<file path="config.mk">
export PLATFORM = sky130hd
export DESIGN_NAME = wblend_unit
export DESIGN_NICKNAME = d
export VERILOG_FILES = /design/src/rtl/wblend_pkg.sv /design/src/rtl/wblend_decode.sv /design/src/rtl/wblend_half.sv /design/src/rtl/wblend_unit.sv
export SDC_FILE = /design/constraint.sdc
export NUM_CORES = 1
export LEC_CHECK = 0
export ABC_AREA = 1
export ABC_CLOCK_PERIOD_IN_PS = 1650
export BUFFER_PORTS_ARGS = -buffer_cell sky130_fd_sc_hd__buf_2
export CAP_MARGIN = 10
export CORE_AREA = 4 4 306 308
export CTS_BUF_LIST = sky130_fd_sc_hd__clkbuf_4
export DETAILED_ROUTE_END_ITERATION = 8
export DIE_AREA = 0 0 310 312
export GPL_ROUTABILITY_DRIVEN = 1
export PLACE_DENSITY = 0.42
export SLEW_MARGIN = 20
export SYNTH_ARGS = -nofsm -noshare
export SYNTH_HDL_FRONTEND = slang
export SYNTH_SLANG_ARGS = --single-unit
</file>
<file path="constraint.sdc">
create_clock -name clk -period 1.65 [get_ports clk]
set_input_delay 0.0825 -clock clk [delete_from_list [all_inputs] [get_ports clk]]
set_output_delay 0.0825 -clock clk [all_outputs]
set_load 0.05 [all_outputs]
</file>
<file path="src/rtl/wblend_pkg.sv">
package wblend_pkg;

    typedef enum logic [1:0] {
        MODE_KEEP = 2'b00,
        MODE_ZERO = 2'b01,
        MODE_WIDE = 2'b10,
        MODE_RSVD = 2'b11
    } mode_e;

    typedef enum logic [1:0] {
        UP_KEEP = 2'd0,
        UP_ZERO = 2'd1,
        UP_CALC = 2'd2
    } upper_e;

    typedef struct packed {
        logic   fault;
        upper_e upper;
    } dec_t;

    function automatic dec_t decode_mode(logic [1:0] mode, logic wide_en);
        dec_t d;
        d.fault = 1'b0;
        d.upper = UP_KEEP;
        case (mode_e'(mode))
            MODE_KEEP: d.upper = UP_KEEP;
            MODE_ZERO: d.upper = UP_ZERO;
            MODE_WIDE: begin
                d.upper = UP_CALC;
                d.fault = !wide_en;
            end
            default:   d.fault = 1'b1;
        endcase
        return d;
    endfunction

endpackage

</file>
<file path="src/rtl/wblend_decode.sv">
module wblend_decode
    import wblend_pkg::*;
(
    input  logic [1:0] mode,
    input  logic       wide_en,
    output dec_t       dec
);
    always_comb dec = decode_mode(mode, wide_en);
endmodule

</file>
<file path="src/rtl/wblend_half.sv">
module wblend_half #(
    parameter int LANE_W = 16,
    parameter int LANES  = 8,
    localparam int HALF_W = LANE_W * LANES
) (
    input  logic [HALF_W-1:0] a,
    input  logic [HALF_W-1:0] b,
    input  logic [LANES-1:0]  mask,
    output logic [HALF_W-1:0] y
);
    for (genvar k = 0; k < LANES; k++) begin : g_lane
        assign y[k*LANE_W +: LANE_W] = mask[k] ? b[k*LANE_W +: LANE_W]
                                               : a[k*LANE_W +: LANE_W];
    end
endmodule

</file>
<file path="src/rtl/wblend_unit.sv">
module wblend_unit
    import wblend_pkg::*;
#(
    parameter int LANE_W = 16,
    parameter int LANES  = 8
) (
    input  logic                        clk,
    input  logic                        rst,
    input  logic                        in_valid,
    input  logic [1:0]                  in_mode,
    input  logic                        wide_en,
    input  logic [2*LANE_W*LANES-1:0]   src_a,
    input  logic [2*LANE_W*LANES-1:0]   src_b,
    input  logic [LANES-1:0]            sel_mask,
    output logic [2*LANE_W*LANES-1:0]   out_data,
    output logic                        out_valid,
    output logic                        out_fault
);
    localparam int HALF_W = LANE_W * LANES;
    localparam int VEC_W  = 2 * HALF_W;

    dec_t              dec;
    logic [VEC_W-1:0]  blended;
    logic [HALF_W-1:0] upper;
    logic              accept;

    wblend_decode u_dec (
        .mode    (in_mode),
        .wide_en (wide_en),
        .dec     (dec)
    );

    for (genvar h = 0; h < 2; h++) begin : g_half
        wblend_half #(.LANE_W(LANE_W), .LANES(LANES)) u_half (
            .a    (src_a[h*HALF_W +: HALF_W]),
            .b    (src_b[h*HALF_W +: HALF_W]),
            .mask (sel_mask),
            .y    (blended[h*HALF_W +: HALF_W])
        );
    end

    always_comb begin
        case (dec.upper)
            UP_CALC: upper = blended[VEC_W-1:HALF_W];
            UP_ZERO: upper = '0;
            default: upper = src_a[VEC_W-1:HALF_W];
        endcase
    end

    assign accept = in_valid && !dec.fault;

    always_ff @(posedge clk) begin
        if (rst) begin
            out_data  <= '0;
            out_valid <= 1'b0;
            out_fault <= 1'b0;
        end else begin
            out_valid <= accept;
            out_fault <= in_valid && dec.fault;
            if (accept) out_data <= {upper, blended[HALF_W-1:0]};
        end
    end
endmodule

</file>
==> results_dict.tcl, run 1 <==
set metrics [dict create \
    clk_root_buffer_cell "clkbuf_4" \
    ys_ff_latch 258 \
    synth_edf_count 0 \
    yosys-top-cells-count "nand2_1 (776), inv_1 (354), nand3_1 (326)" \
    avgSynthCellArea_um2 6.12 \
    cts_buffers 87 \
    synth_top_area_cell "dfxtp_1" \
    seq_area_frac_synth_pct 38.3 \
    stop_stage "clock tree synthesis (4_1_cts)" \
    cts.path.max_buffers 3 \
    netlist_area_um2 13500 \
    synth.most_common_cell "nand2_1" \
    die_w_um 310 \
    synthDistinctLibCells 19 \
    syn_inst 2202 \
    synth_nets 2731 \
    start_util_pct 14.8 \
    synth.area.mux_share_pct 0 \
    stop_error "[ERROR RSZ-0060] Max buffer count reached." \
    synthTopCellsByArea "dfxtp_1 (38%), nand2_1 (22%), nand3_1 (12%)" \
    yosys_warnings 0 \
    cts_sinks 258 \
    outcome "stopped before the end" \
    synth-xor-area-share_pct 0 \
    synthArstFlopShare_pct 0 \
    post_cts_resized 446 \
    hpwlAfterDp_um 58300 \
    synthFlopType "dfxtp_1" \
    io_buffers 783 \
    rows 111 \
    htree_levels 3 \
    io_pins 784 \
    synth-compound-area-share_pct 11.7 \
    synth_top_family_by_area "simple AND/OR/NAND/NOR gates" \
    gp_congestion 0.856 \
    die_height_um 312 \
    synth-simple-area-share_pct 34.1 \
    yosys.area_share.adder_pct 0.278 \
    hold_buffers 859 \
    post_cts_buffers 0 \
    synth_top_area_share_pct 38.3 \
]
==> logic make-up after synthesis <==
logic type                 Yosys count
DFF                                258
AOI/OAI and AO/OA                  314
and+or+nand+nor                   1110
adders and majority gates            3
buffers and inverters              517
==> metrics by stage <==
step	std cells	setup WS [ns]	area (um2)	util, %
detailed placement	4127	-0.00495	19500	21.4
floorplan	2202	0.369	13500	-
global placement	4127	0.00368	19500	21.4
==> run 2: changes to the inputs <==
--- a/config.mk
+++ b/config.mk
@@ -9,12 +9,11 @@
 export ABC_CLOCK_PERIOD_IN_PS = 1650
 export BUFFER_PORTS_ARGS = -buffer_cell sky130_fd_sc_hd__buf_2
 export CAP_MARGIN = 10
-export CORE_AREA = 4 4 306 308
-export CTS_BUF_LIST = sky130_fd_sc_hd__clkbuf_4
+export CORE_AREA = 4 4 300 302
 export DETAILED_ROUTE_END_ITERATION = 8
-export DIE_AREA = 0 0 310 312
+export DIE_AREA = 0 0 304 306
 export GPL_ROUTABILITY_DRIVEN = 1
-export PLACE_DENSITY = 0.42
+export PLACE_DENSITY_LB_ADDON = 0.15
 export SLEW_MARGIN = 20
 export SYNTH_ARGS = -nofsm -noshare
 export SYNTH_HDL_FRONTEND = slang
==> run 2 against run 1 <==
  * The run now ends clean
  * Synthesized cell count unchanged
  * Synthesized area unchanged
==> results_dict.tcl, run 2 <==
set metrics [dict create \
    outcome "completed" \
    htree_levels 2 \
    max_cap_viol_count 0 \
    endpoint_kind "flop" \
    synthTopCellsByArea "dfxtp_1 (38%), nand2_1 (22%), nand3_1 (12%)" \
    antenna_found_initial 12 \
    largestRegisters "out_data (256), out_fault (1), out_valid (1)" \
    drt.antenna.violating_nets 0 \
    layout_commonest_cell "buf_2" \
    largest_register "out_data" \
    io_buffers 783 \
    avgSynthCellArea_um2 6.12 \
    netlist_area_um2 13500 \
    hpwlAfterDp_um 59200 \
    final_cell_mix "buf_2 (783), nand2_1 (776), dlygate4sd3_1 (488)" \
    crit_path_start_kind "primary input" \
    crit_type "primary input to flop" \
    synthArstFlopShare_pct 0 \
    synth_top_area_share_pct 38.3 \
    relSlewSlack_pct 68.8 \
    cellLeakagePower_uw 0.0136 \
    dieArea_um2 93000 \
    cts_tree "built" \
    drt_first_pass_iters 7 \
    power.internal_uw 14100 \
    swShare_pct 34.0 \
    synthDistinctLibCells 19 \
    first_iter_violations 867 \
    power_density_nw_per_um2 837 \
    yosys_warnings 0 \
    synth_top_area_cell "dfxtp_1" \
    cp_max_fo 3 \
    final-hold-violation-count 0 \
    clkLatencyLatePin_ns 0.54 \
    cts_buffers 36 \
    grt_max_degree 73 \
    clk_pin_slew_ns 0.06 \
    ir_worst_vdd_uv 604 \
    clockPowerShare_pct 37.0 \
    grt-ovfl-total 0 \
    io_pins 784 \
    die_w_um 304 \
    final_max_slew_viol_count 0 \
    setup_tns_ns 0 \
    cts.path.max_buffers 3 \
    cts_sinks 258 \
    clk_root_buffer_cell "clkbuf_16" \
    seq_area_frac_synth_pct 38.3 \
    syn_to_final_growth_pct 88.8 \
    required_ns 2.08 \
    period_minus_slack_ns 1.59 \
    hp-class "primary input to flop" \
    period_share_pct 96.2 \
    start_util_pct 15.4 \
    rows 109 \
    finalWirelength_um 77400 \
    synth.most_common_cell "nand2_1" \
    place_area_um2 19300 \
    drc 0 \
    fp.coreArea_um2 87700 \
    die_height_um 306 \
    switchingPower_uw 7240 \
    seqPwrFrac_pct 32.1 \
    max_freq_ghz 0.630 \
    wl_per_cell_um 16.6 \
    grt_pass1_vias 18600 \
    nNetsFinal 3987 \
    vias_per_cell 3.95 \
    pwr-share-comb_pct 31.0 \
    grt_usage_pct 15.9 \
    worst_slack_ns 0.0620 \
    gp_congestion 0.826 \
    vias 18400 \
    ys_ff_latch 258 \
    synthFlopType "dfxtp_1" \
    final-setup-viol-count 0 \
    fin_worst_skew_ns 0 \
    layout-drive-gt1-share_pct 27.3 \
    final_area_um2 25400 \
    synth_nets 2731 \
    grt_pass1_wl_um 115000 \
    tightest_slew_ns 0.463 \
    rsz0062_at_grt "no" \
    syn_inst 2202 \
    cp.arrival_ns 2.02 \
    place_ws_ns -0.0151 \
    largest_reg_flops 256 \
    synth_edf_count 0 \
    yosys-top-cells-count "nand2_1 (776), inv_1 (354), nand3_1 (326)" \
]
run 2: final timing paths:
check / start / end / slack, ns / cells after the start
max: in_valid / out_fault / 0.06 / 6
min: src_a[235] / out_data[235] / 0.03 / 7
max reg2reg: out_data[225] / out_data[225] / 0.81 / 4
min reg2reg: out_data[62] / out_data[62] / 0.46 / 2
run 2: critical path: stages:
cell and delay (ns):
dlygate4sd3_1 0.55, buf_2 0.17, nand2_1 0.07, dlygate4sd3_1 0.54, nor2_1 0.04, dlygate4sd3_1 0.56
run 2: repair_timing:
action	CTS	global route
setup endpoints to repair	0	52
setup buffers	0	3
gates resized for setup	0	8
hold buffers	487	1
endpoints found under the hold margin	250	1
run 2: cell type report:
| class | instances | area [um2] |
|---|---|---|
| tap | 1165 | 1460 |
| multi-input combinational | 1427 | 6230 |
| sequential | 258 | 5160 |
| inverter | 358 | 1350 |
| clock buffer | 56 | 1060 |
| timing repair buffer | 1377 | 10100 |
| clock inverter | 8 | 97.6 |
| fill | 9974 | 62200 |
| antenna | 9 | 22.5 |
run 2: kinds of logic (layout without fill, tap and decap cells):
| group | after synthesis | in the layout | share of synthesized area (%) |
|---|---|---|---|
| buffers and inverters | 517 | 1799 | 15.6 |
| and+or+nand+nor | 1110 | 1110 | 34.1 |
| DFF | 258 | 258 | 38.3 |
| adders and majority gates | 3 | 3 | 0.278 |
| AOI/OAI and AO/OA | 314 | 314 | 11.7 |
| other | 0 | 9 | 0 |
run 2: routing by layer:
metal  share of wire, %  up-vias  wire length, um  global-route usage, %
met4                3.7        4             2830                   5.87
met2                 49      539            38000                   28.0
met1                 41     8394            32100                   19.1
li1                   -     9334                -                      -
met5              0.028        -               22                      0
met3                5.8      127             4490                   3.52
run 2: power by group through the flow:
stage	logic [uW]	registers [uW]	clock network [uW]
finish	6600	6830	7880
global route	7170	6880	8500
detailed placement	5400	6970	0
floorplan	1770	8330	0
CTS	6660	6830	8270
global placement	5440	6960	0
run 2: through the flow:
stage / hold slack [ns] / std cells / power (uW) / utilization [%]
2_1_floorplan: 0.203 / 2202 / 10100 / -
3_3_place_gp: 0.377 / 4094 / 12400 / 22.0
3_5_place_dp: 0.376 / 4094 / 12400 / 22.0
4_1_cts: 0.00178 / 4645 / 21800 / 28.9
5_1_grt: 0.0234 / 4656 / 22500 / 29.0
6_report: 0.0300 / 4658 / 21300 / 29.0
Note: power is estimated with default switching activity, not from simulation.
==> run 3: changes to the inputs <==
--- a/config.mk
+++ b/config.mk
@@ -5,13 +5,12 @@
 export SDC_FILE = /design/constraint.sdc
 export NUM_CORES = 1
 export LEC_CHECK = 0
-export ABC_AREA = 1
 export ABC_CLOCK_PERIOD_IN_PS = 1650
 export BUFFER_PORTS_ARGS = -buffer_cell sky130_fd_sc_hd__buf_2
 export CAP_MARGIN = 10
-export CORE_AREA = 4 4 300 302
+export CORE_AREA = 4 4 302 304
 export DETAILED_ROUTE_END_ITERATION = 8
-export DIE_AREA = 0 0 304 306
+export DIE_AREA = 0 0 306 308
 export GPL_ROUTABILITY_DRIVEN = 1
 export PLACE_DENSITY_LB_ADDON = 0.15
 export SLEW_MARGIN = 20
==> run 3 against run 2 <==
  * Maximum frequency increased by 2.7%
  * Design area rose by 1.6%
  * Worst setup slack better by 0.042 ns
  * Largest cell class unchanged
  * Combinational power rose by 8.3%
  * First-iteration DRC count down 45%
  * Critical path depth grew 3
  * Power increased by 1.1%
  * Via count is 14% lower
==> results_dict.tcl, run 3 <==
set metrics [dict create \
    first_iter_violations 479 \
    layout-drive-gt1-share_pct 46.9 \
    multiInputGateArea_um2 7410 \
    largest_reg_flops 256 \
    clk_root_buffer_cell "clkbuf_16" \
    crit_start "in_mode[0]" \
    grt_usage_pct 14.6 \
    worstHoldEndpoint "out_data[97]" \
    largestRegisters "out_data (256), out_fault (1), out_valid (1)" \
    grt_pass1_wl_um 106000 \
    r2r_start "out_data[176]" \
    finalWirelength_um 72600 \
    dieArea_um2 94200 \
    start_util_pct 15.5 \
    syn_inst 1269 \
    seq_area_um2 5170 \
    n_fill_cell 9279 \
    clockPowerShare_pct 34.3 \
    seqPwrFrac_pct 32.5 \
    layout_commonest_cell "buf_2" \
    cellLeakagePower_uw 0.0111 \
    yosys_warnings 0 \
    switchingPower_uw 7430 \
    yosys-top-cells-count "dfxtp_1 (258), mux2i_1 (200), a21oi_1 (185)" \
    hp-start "src_b[97]" \
    holdWs_ns 0.0217 \
    synthDistinctLibCells 27 \
    final_cell_mix "buf_2 (782), dlygate4sd3_1 (501), dfxtp_1 (257)" \
    synth_nets 1798 \
    clkLatencyLatePin_ns 0.53 \
    power.internal_uw 14100 \
    drt.antenna.violating_nets 0 \
    endpoint_kind "flop" \
    setup_tns_ns 0 \
    die_w_um 306 \
    synth.most_common_cell "dfxtp_1" \
    cts_tree "built" \
    clk_pin_slew_ns 0.06 \
    outcome "completed" \
    grt-ovfl-total 0 \
    cts_buffers 36 \
    netlist_area_um2 13700 \
    drc 0 \
    period_share_pct 93.7 \
    ir_worst_vdd_uv 383 \
    cp.arrival_ns 1.96 \
    synth_edf_count 0 \
    io_pins 784 \
    relSlewSlack_pct 63.2 \
    synthTopCellsByArea "dfxtp_1 (38%), mux2i_1 (15%), a211oi_2 (12%)" \
    post_cts_buffers 0 \
    syn_to_final_growth_pct 88.7 \
    seq_area_frac_synth_pct 37.7 \
    fin_worst_skew_ns 0 \
    crit_path_start_kind "primary input" \
    rsz0062_at_grt "no" \
    nNetsFinal 3103 \
    vias 15800 \
    drt_first_pass_iters 6 \
    r2r_cells 2 \
    hp-class "primary input to flop" \
    r2r-end "out_data[176]" \
    grt_max_degree 72 \
    crit_type "primary input to flop" \
    cts_sinks 258 \
    final-hold-violation-count 0 \
    gp_congestion 0.828 \
    wl_per_cell_um 19.3 \
    antenna_found_initial 9 \
    synthFlopType "dfxtp_1" \
    final_max_slew_viol_count 0 \
    hold_depth 3 \
    synth_top_area_share_pct 37.7 \
    synth_top_area_cell "dfxtp_1" \
    rrSetupSlack_ns 0.79 \
    required_ns 2.06 \
    max_cap_viol_count 0 \
    vias_per_cell 4.19 \
    fp.coreArea_um2 88200 \
    rows 109 \
    hpwlAfterDp_um 55900 \
    pwr-share-comb_pct 33.2 \
    htree_levels 2 \
    power_density_nw_per_um2 833 \
    tightest_slew_ns 0.552 \
    period_minus_slack_ns 1.55 \
    synthArstFlopShare_pct 0 \
    final-setup-viol-count 0 \
    swShare_pct 34.5 \
    grt_pass1_vias 17300 \
    avgSynthCellArea_um2 10.8 \
    die_height_um 308 \
    max_freq_ghz 0.647 \
    cp_max_fo 12 \
    io_buffers 783 \
    ys_ff_latch 258 \
    largest_register "out_data" \
    cts.path.max_buffers 3 \
]
==> run 3: timing repair <==
action,in CTS,in global routing
hold endpoints to repair,257,0
gates resized for setup,1,2
hold buffers,501,0
endpoints found under the setup margin,1,9
==> run 3: power groups by stage <==
stage | clock network, uW | logic [uW] | registers [uW]
3_5_place_dp | 0 | 6110 | 7120
2_1_floorplan | 0 | 2180 | 8720
4_1_cts | 7780 | 7230 | 7000
5_1_grt | 7940 | 7590 | 7050
6_report | 7390 | 7150 | 6990
3_3_place_gp | 0 | 6060 | 7130
==> run 3: area by class of cell <==
cell class / count / share of cell area [%]
multi-input combinational: 783 / 28.7
inverter: 76 / 1.10
tap: 1165 / 5.64
timing repair buffer: 1419 / 40.4
clock buffer: 54 / 3.95
sequential: 258 / 20.0
clock inverter: 7 / 0.261
antenna: 4 / 0.0387
==> run 3: worst max-delay path, cell delays in order <==
cell and delay [ns]:
buf_2 0.12, inv_2 0.06, ha_4 0.27, buf_12 0.14, and2b_1 0.23, buf_12 0.17, mux2i_1 0.20, dlygate4sd3_1 0.59
o32ai_2 0.07
==> run 3: worst max-delay path by stage <==
| stage | depth (start not counted) | slack [ns] | endpoint |
|---|---|---|---|
| floorplan | 7 | 0.11 | out_data[148] |
| global placement | 8 | -0.32 | out_data[167] |
| detailed placement | 8 | -0.32 | out_data[167] |
| CTS | 10 | 0.05 | out_data[207] |
| global route | 10 | 0.03 | out_data[207] |
| finish | 9 | 0.10 | out_data[152] |
==> run 3: kinds of logic (layout without fill, tap and decap cells) <==
logic type	Yosys count	after routing	synth area share [%]
fa+ha+maj	3	3	0.274
mux	200	200	14.6
simple gates	82	82	2.79
other cells	0	4	0
compound gates	498	498	36.1
flops	258	258	37.7
buf+inv	228	1556	8.54
==> run 3: per-stage QoR <==
step	instances	setup slack [ns]	power (uW)	utilization (%)	instance area, um2
3_3_place_gp	3200	-0.317	13200	22.4	19700
3_5_place_dp	3200	-0.320	13200	22.4	19700
5_1_grt	3766	0.0287	22600	29.3	25800
2_1_floorplan	1269	0.112	10900	-	13700
6_report	3766	0.104	21500	29.3	25800
4_1_cts	3762	0.0501	22000	29.3	25800
==> run 3: metal layers <==
| metal | track usage [%] | wire [um] | up-vias |
|---|---|---|---|
| met2 | 26.6 | 37100 | 550 |
| met1 | 16.7 | 28700 | 7607 |
| li1 | - | - | 7472 |
| met5 | 0 | 7 | - |
| met3 | 2.85 | 4000 | 133 |
| met4 | 5.70 | 2760 | 2 |
